==> src/rtl/ddr_seq_pkg.sv <==
package ddr_seq_pkg;

  typedef enum logic [2:0] {
    OP_NOP   = 3'd0,
    OP_READ  = 3'd1,
    OP_WRITE = 3'd2,
    OP_TERM  = 3'd3,
    OP_PRE   = 3'd4,
    OP_PREA  = 3'd5
  } op_e;

  typedef enum logic [1:0] {
    ST_IDLE,
    ST_WAIT,
    ST_BEAT
  } seq_st_e;

  typedef struct packed {
    logic [1:0] bl;
    logic       bt;
    logic       cl;
  } mode_t;

endpackage

==> src/rtl/ddr_mode_hold.sv <==
module ddr_mode_hold
  import ddr_seq_pkg::*;
(
  input  logic  clk,
  input  logic  rst,
  input  logic  step_en,
  input  logic  freeze,
  input  mode_t mode_in,
  output mode_t mode_eff,
  output mode_t mode_q
);

  // While frozen the held copy is used; otherwise the live inputs pass through.
  assign mode_eff = freeze ? mode_q : mode_in;

  always_ff @(posedge clk) begin
    if (rst) begin
      mode_q <= '{bl: 2'b01, bt: 1'b0, cl: 1'b0};
    end else if (step_en) begin
      mode_q <= mode_eff;
    end
  end

endmodule

==> src/rtl/ddr_col_gen.sv <==
module ddr_col_gen #(
  parameter int COL_W = 11,
  parameter int IDX_W = 3
) (
  input  logic [COL_W-1:0] base,
  input  logic [IDX_W-1:0] idx,
  input  logic [1:0]       bl_code,
  input  logic             ilv,
  output logic [COL_W-1:0] col
);

  logic [IDX_W-1:0] wrap_mask;
  logic [IDX_W-1:0] seq_low;
  logic [IDX_W-1:0] ilv_low;
  logic [IDX_W-1:0] pick_low;

  always_comb begin
    case (bl_code)
      2'b11:   wrap_mask = IDX_W'(7);
      2'b10:   wrap_mask = IDX_W'(3);
      default: wrap_mask = IDX_W'(1);
    endcase
  end

  assign seq_low  = base[IDX_W-1:0] + idx;
  assign ilv_low  = base[IDX_W-1:0] ^ idx;
  assign pick_low = ilv ? ilv_low : seq_low;

  // Bits inside the wrap block take the ordered value, the rest keep the base.
  for (genvar b = 0; b < IDX_W; b++) begin : g_low
    assign col[b] = wrap_mask[b] ? pick_low[b] : base[b];
  end

  assign col[COL_W-1:IDX_W] = base[COL_W-1:IDX_W];

endmodule

==> src/rtl/ddr_burst_ctl.sv <==
module ddr_burst_ctl
  import ddr_seq_pkg::*;
#(
  parameter int BANK_W      = 2,
  parameter int COL_W       = 11,
  parameter int IDX_W       = 3,
  parameter int CL_LO_STEPS = 4,
  parameter int CL_HI_STEPS = 5,
  parameter int WL_STEPS    = 2,
  parameter int LAT_W       = 3
) (
  input  logic              clk,
  input  logic              rst,
  input  logic              step_en,
  input  logic              cmd_valid,
  input  logic [2:0]        cmd_op,
  input  logic [BANK_W-1:0] cmd_bank,
  input  logic [COL_W-1:0]  cmd_col,
  input  logic              cmd_ap,
  input  logic [1:0]        bl_code,
  input  logic              cl_half,
  output logic [COL_W-1:0]  nxt_base,
  output logic [IDX_W-1:0]  nxt_idx,
  output logic              nxt_beat,
  output logic              beat_valid_o,
  output logic              beat_rd_o,
  output logic              burst_active_o,
  output logic              burst_done_o,
  output logic              ap_req_o,
  output logic [BANK_W-1:0] ap_bank_o,
  output logic              cmd_illegal_o
);

  seq_st_e           st_q, st_n;
  logic [LAT_W-1:0]  cnt_q, cnt_n;
  logic [IDX_W-1:0]  idx_q, idx_n;
  logic [COL_W-1:0]  base_q, base_n;
  logic [BANK_W-1:0] bank_q, bank_n;
  logic              ap_q, ap_n;
  logic              rd_q, rd_n;
  logic              done_n, apreq_n, ill_n;
  logic [IDX_W-1:0]  last_idx;
  logic [LAT_W-1:0]  load_cnt;
  logic              active, is_col, is_rd, is_term, hits_pre, may_restart;

  always_comb begin
    case (bl_code)
      2'b11:   last_idx = IDX_W'(7);
      2'b10:   last_idx = IDX_W'(3);
      default: last_idx = IDX_W'(1);
    endcase
  end

  assign is_rd       = (cmd_op == OP_READ);
  assign active      = (st_q != ST_IDLE);
  assign is_col      = cmd_valid && (is_rd || cmd_op == OP_WRITE);
  assign is_term     = cmd_valid && (cmd_op == OP_TERM);
  assign hits_pre    = cmd_valid && ((cmd_op == OP_PREA) ||
                       ((cmd_op == OP_PRE) && (cmd_bank == bank_q)));
  assign may_restart = active && rd_q && !ap_q && is_rd;

  // Counter value loaded so that the first beat lands exactly latency steps later.
  always_comb begin
    if (!is_rd)       load_cnt = LAT_W'(WL_STEPS - 1);
    else if (cl_half) load_cnt = LAT_W'(CL_HI_STEPS - 1);
    else              load_cnt = LAT_W'(CL_LO_STEPS - 1);
  end

  always_comb begin
    st_n     = st_q;
    cnt_n    = cnt_q;
    idx_n    = idx_q;
    base_n   = base_q;
    bank_n   = bank_q;
    ap_n     = ap_q;
    rd_n     = rd_q;
    nxt_beat = 1'b0;
    done_n   = 1'b0;
    apreq_n  = 1'b0;
    ill_n    = 1'b0;

    // Normal progression of the running burst.
    case (st_q)
      ST_WAIT: begin
        if (cnt_q == '0) begin
          st_n     = ST_BEAT;
          idx_n    = '0;
          nxt_beat = 1'b1;
        end else begin
          cnt_n = cnt_q - LAT_W'(1);
        end
      end
      ST_BEAT: begin
        if (idx_q == last_idx) begin
          st_n    = ST_IDLE;
          done_n  = 1'b1;
          apreq_n = ap_q;
        end else begin
          idx_n    = idx_q + IDX_W'(1);
          nxt_beat = 1'b1;
        end
      end
      default: ;
    endcase

    // Commands override the progression.
    if (is_col && (!active || may_restart)) begin
      st_n     = ST_WAIT;
      cnt_n    = load_cnt;
      idx_n    = '0;
      base_n   = cmd_col;
      bank_n   = cmd_bank;
      ap_n     = cmd_ap;
      rd_n     = is_rd;
      nxt_beat = 1'b0;
      done_n   = 1'b0;
      apreq_n  = 1'b0;
    end else if (is_col) begin
      ill_n = 1'b1;
    end else if (is_term && active) begin
      if (rd_q && !ap_q) begin
        st_n     = ST_IDLE;
        nxt_beat = 1'b0;
        done_n   = 1'b1;
        apreq_n  = 1'b0;
      end else begin
        ill_n = 1'b1;
      end
    end else if (hits_pre && active) begin
      if (rd_q) begin
        st_n     = ST_IDLE;
        nxt_beat = 1'b0;
        done_n   = 1'b1;
        apreq_n  = 1'b0;
      end else begin
        ill_n = 1'b1;
      end
    end
  end

  assign nxt_base = base_n;
  assign nxt_idx  = idx_n;

  always_ff @(posedge clk) begin
    if (rst) begin
      st_q           <= ST_IDLE;
      cnt_q          <= '0;
      idx_q          <= '0;
      base_q         <= '0;
      bank_q         <= '0;
      ap_q           <= 1'b0;
      rd_q           <= 1'b0;
      beat_valid_o   <= 1'b0;
      beat_rd_o      <= 1'b0;
      burst_active_o <= 1'b0;
      burst_done_o   <= 1'b0;
      ap_req_o       <= 1'b0;
      ap_bank_o      <= '0;
      cmd_illegal_o  <= 1'b0;
    end else if (step_en) begin
      st_q           <= st_n;
      cnt_q          <= cnt_n;
      idx_q          <= idx_n;
      base_q         <= base_n;
      bank_q         <= bank_n;
      ap_q           <= ap_n;
      rd_q           <= rd_n;
      beat_valid_o   <= nxt_beat;
      beat_rd_o      <= rd_n;
      burst_active_o <= (st_n != ST_IDLE);
      burst_done_o   <= done_n;
      ap_req_o       <= apreq_n;
      if (apreq_n) ap_bank_o <= bank_q;
      cmd_illegal_o  <= ill_n;
    end
  end

endmodule

==> src/rtl/ddr_burst_seq.sv <==
module ddr_burst_seq
  import ddr_seq_pkg::*;
#(
  parameter int BANK_W      = 2,
  parameter int CL_LO_STEPS = 4,
  parameter int CL_HI_STEPS = 5,
  parameter int WL_STEPS    = 2
) (
  input  logic              clk,
  input  logic              rst,
  input  logic              step_en,
  input  logic              cmd_valid,
  input  logic [2:0]        cmd_op,
  input  logic [BANK_W-1:0] cmd_bank,
  input  logic [11:0]       cmd_addr,
  input  logic [1:0]        mode_bl,
  input  logic              mode_bt,
  input  logic              mode_cl,
  output logic [10:0]       col_o,
  output logic              beat_valid_o,
  output logic              beat_rd_o,
  output logic              burst_active_o,
  output logic              burst_done_o,
  output logic              ap_req_o,
  output logic [BANK_W-1:0] ap_bank_o,
  output logic              cmd_illegal_o
);

  localparam int COL_W   = 11;
  localparam int IDX_W   = 3;
  localparam int LAT_MAX = (CL_HI_STEPS > WL_STEPS) ? CL_HI_STEPS : WL_STEPS;
  localparam int LAT_W   = $clog2(LAT_MAX + 1);

  mode_t             mode_in, mode_eff, mode_held;
  logic [COL_W-1:0]  cmd_col;
  logic [COL_W-1:0]  nxt_base, col_c;
  logic [IDX_W-1:0]  nxt_idx;
  logic              nxt_beat;

  assign mode_in = '{bl: mode_bl, bt: mode_bt, cl: mode_cl};
  assign cmd_col = {cmd_addr[11], cmd_addr[9:0]};

  ddr_mode_hold u_mode (
    .clk      (clk),
    .rst      (rst),
    .step_en  (step_en),
    .freeze   (burst_active_o),
    .mode_in  (mode_in),
    .mode_eff (mode_eff),
    .mode_q   (mode_held)
  );

  ddr_burst_ctl #(
    .BANK_W      (BANK_W),
    .COL_W       (COL_W),
    .IDX_W       (IDX_W),
    .CL_LO_STEPS (CL_LO_STEPS),
    .CL_HI_STEPS (CL_HI_STEPS),
    .WL_STEPS    (WL_STEPS),
    .LAT_W       (LAT_W)
  ) u_ctl (
    .clk            (clk),
    .rst            (rst),
    .step_en        (step_en),
    .cmd_valid      (cmd_valid),
    .cmd_op         (cmd_op),
    .cmd_bank       (cmd_bank),
    .cmd_col        (cmd_col),
    .cmd_ap         (cmd_addr[10]),
    .bl_code        (mode_eff.bl),
    .cl_half        (mode_eff.cl),
    .nxt_base       (nxt_base),
    .nxt_idx        (nxt_idx),
    .nxt_beat       (nxt_beat),
    .beat_valid_o   (beat_valid_o),
    .beat_rd_o      (beat_rd_o),
    .burst_active_o (burst_active_o),
    .burst_done_o   (burst_done_o),
    .ap_req_o       (ap_req_o),
    .ap_bank_o      (ap_bank_o),
    .cmd_illegal_o  (cmd_illegal_o)
  );

  ddr_col_gen #(
    .COL_W (COL_W),
    .IDX_W (IDX_W)
  ) u_col (
    .base    (nxt_base),
    .idx     (nxt_idx),
    .bl_code (mode_eff.bl),
    .ilv     (mode_eff.bt),
    .col     (col_c)
  );

  always_ff @(posedge clk) begin
    if (rst) begin
      col_o <= '0;
    end else if (step_en && nxt_beat) begin
      col_o <= col_c;
    end
  end

endmodule

==> config.mk <==
export PLATFORM = sky130hd
export DESIGN_NAME = ddr_burst_seq
export DESIGN_NICKNAME = d
export VERILOG_FILES = /design/src/rtl/ddr_seq_pkg.sv /design/src/rtl/ddr_mode_hold.sv /design/src/rtl/ddr_col_gen.sv /design/src/rtl/ddr_burst_ctl.sv /design/src/rtl/ddr_burst_seq.sv
export SDC_FILE = /design/constraint.sdc
export NUM_CORES = 1
export LEC_CHECK = 0
export ABC_AREA = 1
export BUFFER_PORTS_ARGS = -buffer_cell sky130_fd_sc_hd__clkbuf_2
export CAP_MARGIN = 30
export CORE_MARGIN = 4
export CORE_UTILIZATION = 50
export DETAILED_ROUTE_END_ITERATION = 16
export HOLD_SLACK_MARGIN = 0.05
export PLACE_DENSITY_LB_ADDON = 0.25
export SYNTH_ARGS = -nofsm -noshare
export SYNTH_HDL_FRONTEND = slang
export SYNTH_SLANG_ARGS = --single-unit
==> constraint.sdc <==
create_clock -name clk -period 5.35 [get_ports clk]
set_clock_uncertainty 0.15 [all_clocks]
set_input_delay 1.07 -clock clk [delete_from_list [all_inputs] [get_ports clk]]
set_output_delay 1.07 -clock clk [all_outputs]
set_load 0.1 [all_outputs]
## Yosys cells after proc, flatten, opt, wreduce, memory -nomap -nowiden

Index checks and enable logic that the tools add are counted.

- Add/sub/neg operators: 3
- Equal/unequal tests: 12
- Multiplexer cells: 56
- Bitwise gates (word level): 1
- Reductions and logical operators: 24

Operator list:

| cell | count |
|---|---|
| two-way mux 1 bit | 33 |
| two-way mux 3 bit | 9 |
| two-way mux 2 bit | 8 |
| logical AND 1 bit | 12 |
| case mux 3 bit (2 select lines) | 2 |
| two-way mux 11 bit | 1 |
| == test 2 bit, second input constant | 3 |
| == test 3 x 2 -> 1 bit, second input constant | 2 |
| == test 3 bit, second input constant | 2 |
| nonzero test 2 bit | 3 |
| two-way mux 4 bit | 1 |
| case mux 2 bit (2 select lines) | 1 |
| AND reduction 2 bit | 2 |
| adder 3 x 1 -> 3 bit, second input constant | 1 |
| adder 3 bit | 1 |
| == test 3 x 1 -> 1 bit, second input constant | 1 |
| == test 3 bit | 1 |
| zero test 3 bit | 1 |
| logical OR 1 bit | 3 |
| AND reduction 3 bit | 1 |
| subtractor 3 x 1 -> 3 bit, second input constant | 1 |
| XOR 3 bit | 1 |
| == test 2 x 1 -> 1 bit, second input constant | 1 |
| == test 2 bit | 1 |
| 3 further kinds | 4 |

- Bits in registers: 45
- Input port bits: 25
- Output and inout bits: 19
- Word-level logic and storage cells: 113

## Longest topological paths before layout

- Depth after elaboration: 12
- Mapped depth: 20

## Modules after synthesis

Synthesis repeated with hierarchy kept, for this count alone.

- Cell total of the unflattened synthesis: 390
- Area total of the unflattened synthesis: 2,607.5 um2

Modules (own cells, without submodules):

| module | times used | cells each | area each (um2) | sequential area each (um2) |
|---|---|---|---|---|
| ddr_burst_ctl | 1 | 251 | 1,741.7 | 600.6 |
| ddr_burst_seq | 1 | 71 | 460.4 | 220.2 |
| ddr_mode_hold | 1 | 39 | 222.7 | 80.1 |
| ddr_col_gen | 1 | 29 | 182.7 | 0.0 |

## Least setup slack after synthesis

No wires, ideal clock.

- Path type: register to register
- Start point: register u_ctl.burst_active_o
- End point: register col_o[2]
- Arrival time: 3,003 ps
- Required time: 5,069 ps
- Setup slack: 2,067 ps
- Stages on the path, launching flop included: 17
- Cell sequence: dfxtp_1 -> nand2_2 -> nand3_1 -> nand2_2 -> nor2_4 -> nand3_4 -> a311oi_2 -> ha_1 -> inv_1 -> fa_1 -> nor2_1 -> nand3b_1 -> nand2_1 -> nand3_1 -> nand3_1 -> nand2_1 -> a21oi_2

- Elaborated cells between the ends (all ways): 21
- Classes of those cells: 1 x add/sub; 3 x eq/ne; 15 x mux; 1 x bitwise; 1 x reduce/logical

RTL lines:

| item | line | source |
|---|---|---|
| from (decl) | ddr_burst_ctl.sv:27 | `output logic burst_active_o,` |
| from (signal assigned) | ddr_burst_ctl.sv:170 | `burst_active_o <= (st_n != ST_IDLE);` |
| two-way mux 4 bit * | ddr_mode_hold.sv:14 | `assign mode_eff = freeze ? mode_q : mode_in;` |
| == test 2 bit | ddr_burst_ctl.sv:47 | `case (bl_code)` |
| case mux 3 bit (2 select lines) * | ddr_burst_ctl.sv:47 |  |
| == test 3 bit * | ddr_burst_ctl.sv:94 | `if (idx_q == last_idx) begin` |
| two-way mux 3 bit * | ddr_burst_ctl.sv:94 |  |
| case mux 3 bit (2 select lines) * | ddr_burst_ctl.sv:83 | `case (st_q)` |
| two-way mux 3 bit * | ddr_burst_ctl.sv:107 | `if (is_col && (!active \|\| may_restart)) begin` |
| named net nxt_idx[0] | ddr_burst_seq.sv:37 | `logic [IDX_W-1:0] nxt_idx;` |
| adder 3 bit * | ddr_col_gen.sv:25 | `assign seq_low = base[IDX_W-1:0] + idx;` |
| two-way mux 3 bit * | ddr_col_gen.sv:27 | `assign pick_low = ilv ? ilv_low : seq_low;` |
| two-way mux 1 bit * | ddr_col_gen.sv:31 | `assign col[b] = wrap_mask[b] ? pick_low[b] : base[b];` |
| to (signal assigned) | ddr_burst_seq.sv:99 | `col_o <= col_c;` |
| to (decl) | ddr_burst_seq.sv:19 | `output logic [10:0] col_o,` |

The timed path passes the listed nets; every way through them passes the cells marked *.
A chain may end at the register's enable or synchronous reset.

## Worst setup path after layout

- Start point: input port cmd_op[1]
- End point: register col_o[2]

- Elaborated cells between the ends (all ways): 27
- Classes of those cells: 1 x add/sub; 5 x eq/ne; 8 x mux; 1 x bitwise; 12 x reduce/logical

RTL lines:

| item | line | source |
|---|---|---|
| from (decl) | ddr_burst_seq.sv:13 | `input logic [2:0] cmd_op,` |
| == test 3 x 1 -> 1 bit / == test 3 x 2 -> 1 bit (equally long branches) | ddr_burst_ctl.sv:54, ddr_burst_ctl.sv:56 |  |
| logical OR 1 bit / logical AND 1 bit (equally long branches) | ddr_burst_ctl.sv:56, ddr_burst_ctl.sv:60 |  |
| logical AND 1 bit / logical OR 1 bit (equally long branches) | ddr_burst_ctl.sv:56, ddr_burst_ctl.sv:107 |  |
| logical AND 1 bit * | ddr_burst_ctl.sv:107 |  |
| two-way mux 11 bit * | ddr_burst_ctl.sv:107 |  |
| named net nxt_base[0] | ddr_burst_seq.sv:36 | `logic [COL_W-1:0] nxt_base, col_c;` |
| adder 3 bit * | ddr_col_gen.sv:25 |  |
| two-way mux 3 bit * | ddr_col_gen.sv:27 |  |
| two-way mux 1 bit * | ddr_col_gen.sv:31 |  |

Marks and branches as above.

==> impl_metrics.env <==
export IMPL_synth_mux_area_frac=0
export IMPL_r2r_slack_ns=2.42
export IMPL_status="finished clean"
export IMPL_num_rows=24
export IMPL_max_slew_margin_rel=0.419
export IMPL_place_congestion=0.911
export IMPL_yosysSeqAreaShare=0.376
export IMPL_start_kind="primary input"
export IMPL_drc=0
export IMPL_regToRegEndpoint="col_o[2]$_SDFFE_PP0P_"
export IMPL_die_h_um=77.2
export IMPL_crit_required_ns=5.39
export IMPL_core_sq_mm=0.00450
export IMPL_io_pins=44
export IMPL_max_cap_violations=0
export IMPL_track_usage=0.190
export IMPL_synth_compound_area_share=0.220
export IMPL_drive_gt1_frac=0.217
export IMPL_final_common_cell="nand2_1"
export IMPL_worstMarginPinSlew_ns=0.870
export IMPL_syn_avg_cell_area_sq_um=7.15
export IMPL_post_drt_wl_per_cell_um=12.5
export IMPL_grt_setup_unrepaired="false"
export IMPL_hp_start="u_ctl.base_q[4]$_SDFFE_PP0P_"
export IMPL_cp_max_fo=28
export IMPL_root_buffer="clkbuf_8"
export IMPL_path_cells="clkbuf_2, nand2_1, nand3_1, a21oi_2, nand2_2, inv_2, nand2_1, o21ai_0, ha_1, inv_1, fa_1, nor2_1, nand3b_1, nand2_1, nand3_1, nand3_1, nand2_1, a21oi_2"
export IMPL_ys_warn_count=0
export IMPL_finalHoldViolations=0
export IMPL_setup_viol=0
export IMPL_synth_adder_area_share=0.0501
export IMPL_cts_tree="done"
export IMPL_ctsResizeCount=0
export IMPL_post_cts_buffers=0
export IMPL_via_per_inst=5.30
export IMPL_cp_slowest_cell="fa_1"
export IMPL_grt_pass1_wl_um=9250
export IMPL_grt_pass1_vias=2084
export IMPL_p_per_area_mw_per_mm2=278
export IMPL_period_minus_slack_ns=3.24
export IMPL_fin_crit_sh=0.605
export IMPL_hold_buffers=0
export IMPL_ys_ff_latch=45
export IMPL_worstHoldPathType="reg2reg"
export IMPL_die_w_um=77.2
export IMPL_cts_buffer_depth=2
export IMPL_h_tree_depth=2
export IMPL_final_cell_mix="nand2_1, dfxtp_1, clkbuf_2"
export IMPL_io_buffers=43
export IMPL_hpwl_um=3940
export IMPL_crit_type="in2reg"
export IMPL_clock_latency_ns=0.30
export IMPL_synth_top_family_by_area="simple AND/OR/NAND/NOR gates"
export IMPL_final_setup_tns_ns=0
export IMPL_grt_max_degree=34
export IMPL_syn_area_sq_mm=0.00240
export IMPL_ff2ff_path_depth=16
export IMPL_antenna_left=0
export IMPL_synth_xor_area_share=0.0110
export IMPL_dieArea_sq_mm=0.00596
export IMPL_wl_um=5320
export IMPL_firstDrtPassIters=4
export IMPL_drt_initial_drc_count=173
export IMPL_synth_distinct_cells=34
export IMPL_multi_input_area_sq_mm=0.00126
export IMPL_leakagePower_nw=1.19
export IMPL_path_clk_slew_ns=0.09
export IMPL_synthTopCellsByArea="dfxtp_1, nand2_1, a21oi_1"
export IMPL_seq_area_sq_um=901
export IMPL_crit_path_end_kind="register"
export IMPL_place_ws_ns=1.77
export IMPL_cp_arrival_ns=3.28
export IMPL_drv_slew=0
export IMPL_crit_start="cmd_op[1]"
export IMPL_synth_simple_area_share=0.246
export IMPL_antenna_cells=0
export IMPL_n_fill_cell=429
export IMPL_worst_slack_ns=2.11
export IMPL_grt_antenna_before_repair=0
export IMPL_max_freq_mhz=309
export IMPL_cts_sinks=45
export IMPL_crit_top_cell="nand2_1"
export IMPL_gr_total_overflow=0
export IMPL_syn_inst=335
export IMPL_start_util=0.532
export IMPL_syn_nets=369
export IMPL_synth_top_cell_area_share=0.376
export IMPL_fin_nets=406
export IMPL_cts_buffers=5
export IMPL_crit_end="col_o[2]$_SDFFE_PP0P_"
export IMPL_area_delta_synth_final_pct=13.9
export IMPL_irDropWorstVdd_uv=133
export IMPL_r2r_start="u_ctl.st_q[0]$_SDFFE_PP0P_"
export IMPL_yosys_area_top_type="dfxtp_1"
export IMPL_num_vias=2252
export IMPL_slowest_delay_ns=0.34
final cells by class:
type,instances,area share
clock buffers,6,0.0302
multi-input cells,233,0.463
repair buffers,43,0.0788
inverters,44,0.0605
well taps,52,0.0238
clock inverters,2,0.0137
flip-flops and latches,45,0.330
how the worst min path moves through the flow:
| stage | depth (start not counted) | to | slack (ns) |
|---|---|---|---|
| 2_1_floorplan | 2 | u_ctl.base_q[10]$_SDFFE_PP0P_ | 0.27 |
| 3_3_place_gp | 2 | u_ctl.base_q[4]$_SDFFE_PP0P_ | 0.29 |
| 3_5_place_dp | 2 | u_ctl.base_q[4]$_SDFFE_PP0P_ | 0.29 |
| 4_1_cts | 2 | u_ctl.base_q[10]$_SDFFE_PP0P_ | 0.31 |
| 5_1_grt | 2 | u_ctl.base_q[4]$_SDFFE_PP0P_ | 0.33 |
| 6_report | 2 | u_ctl.base_q[4]$_SDFFE_PP0P_ | 0.30 |
worst max-delay path, delay by kind of cell:
kind,cells,cell delay (ns)
adder cells (fa/ha/maj),2,0.50
AO/OA/AOI/OAI,3,0.30
AND/OR/NAND/NOR,10,0.92
buffers and inverters,3,0.48
cells in the mapped netlist, drive strengths merged:
library cell and count:
dfxtp 45, ha 8, o21bai 1, buf 4, clkbuf 9, xor2 1, nor2 32, xnor2 2
o21ai 48, a31oi 4, clkinv 1, nand2 73, o211ai 3, fa 1, nand4 1, nand3 13
a311oi 1, nor4 1, nor3 3, inv 43, a22oi 1, nand3b 1, a21oi 39
metrics by stage:
| stage | hold WS [ns] | total power, W | utilization | instance area, sq um | std cells |
|---|---|---|---|---|---|
| final | 0.304 | 0.000758 | 0.606 | 2730 | 425 |
| after global routing | 0.327 | 0.000798 | 0.606 | 2730 | 425 |
| after global placement | 0.288 | 0.000494 | 0.579 | 2610 | 417 |
| after floorplan | 0.274 | 0.000464 | - | 2400 | 335 |
| after CTS | 0.307 | 0.000765 | 0.606 | 2730 | 425 |
| after detailed placement | 0.294 | 0.000497 | 0.579 | 2610 | 417 |
where the power goes:
group | internal [W] | switching, W
clock | 0.000152 | 0.000117
combinational | 0.0000425 | 0.0000896
sequential | 0.000347 | 0.0000102
total | 0.000542 | 0.000216
cell families (layout without fill, tap and decap cells):
group           Yosys count  in the layout
compound gates           97             97
xor+xnor                  3              3
fa+ha+maj                 9              9
buf+inv                  57             95
flops                    45             45
simple gates            124            124
routing by layer:
layer,track usage,vias up,part of all wire
met4,0.0801,0,0.015
li1,-,1163,-
met1,0.255,1018,0.47
met3,0.0457,10,0.069
met2,0.289,61,0.45
met5,0,-,0
flip-flops by register name, summed over array words and instances (netlist names):
signal,flops
u_ctl.burst_done_o,1
u_ctl.st_q,2
col_o,11
u_ctl.cmd_illegal_o,1
u_ctl.ap_bank_o,2
u_ctl.beat_valid_o,1
u_ctl.rd_q,1
u_ctl.burst_active_o,1
u_ctl.idx_q,3
u_ctl.base_q,11
u_ctl.ap_req_o,1
u_ctl.bank_q,2
u_mode.mode_q,4
u_ctl.ap_q,1
u_ctl.cnt_q,3
Power figures use the tool's default switching activity.
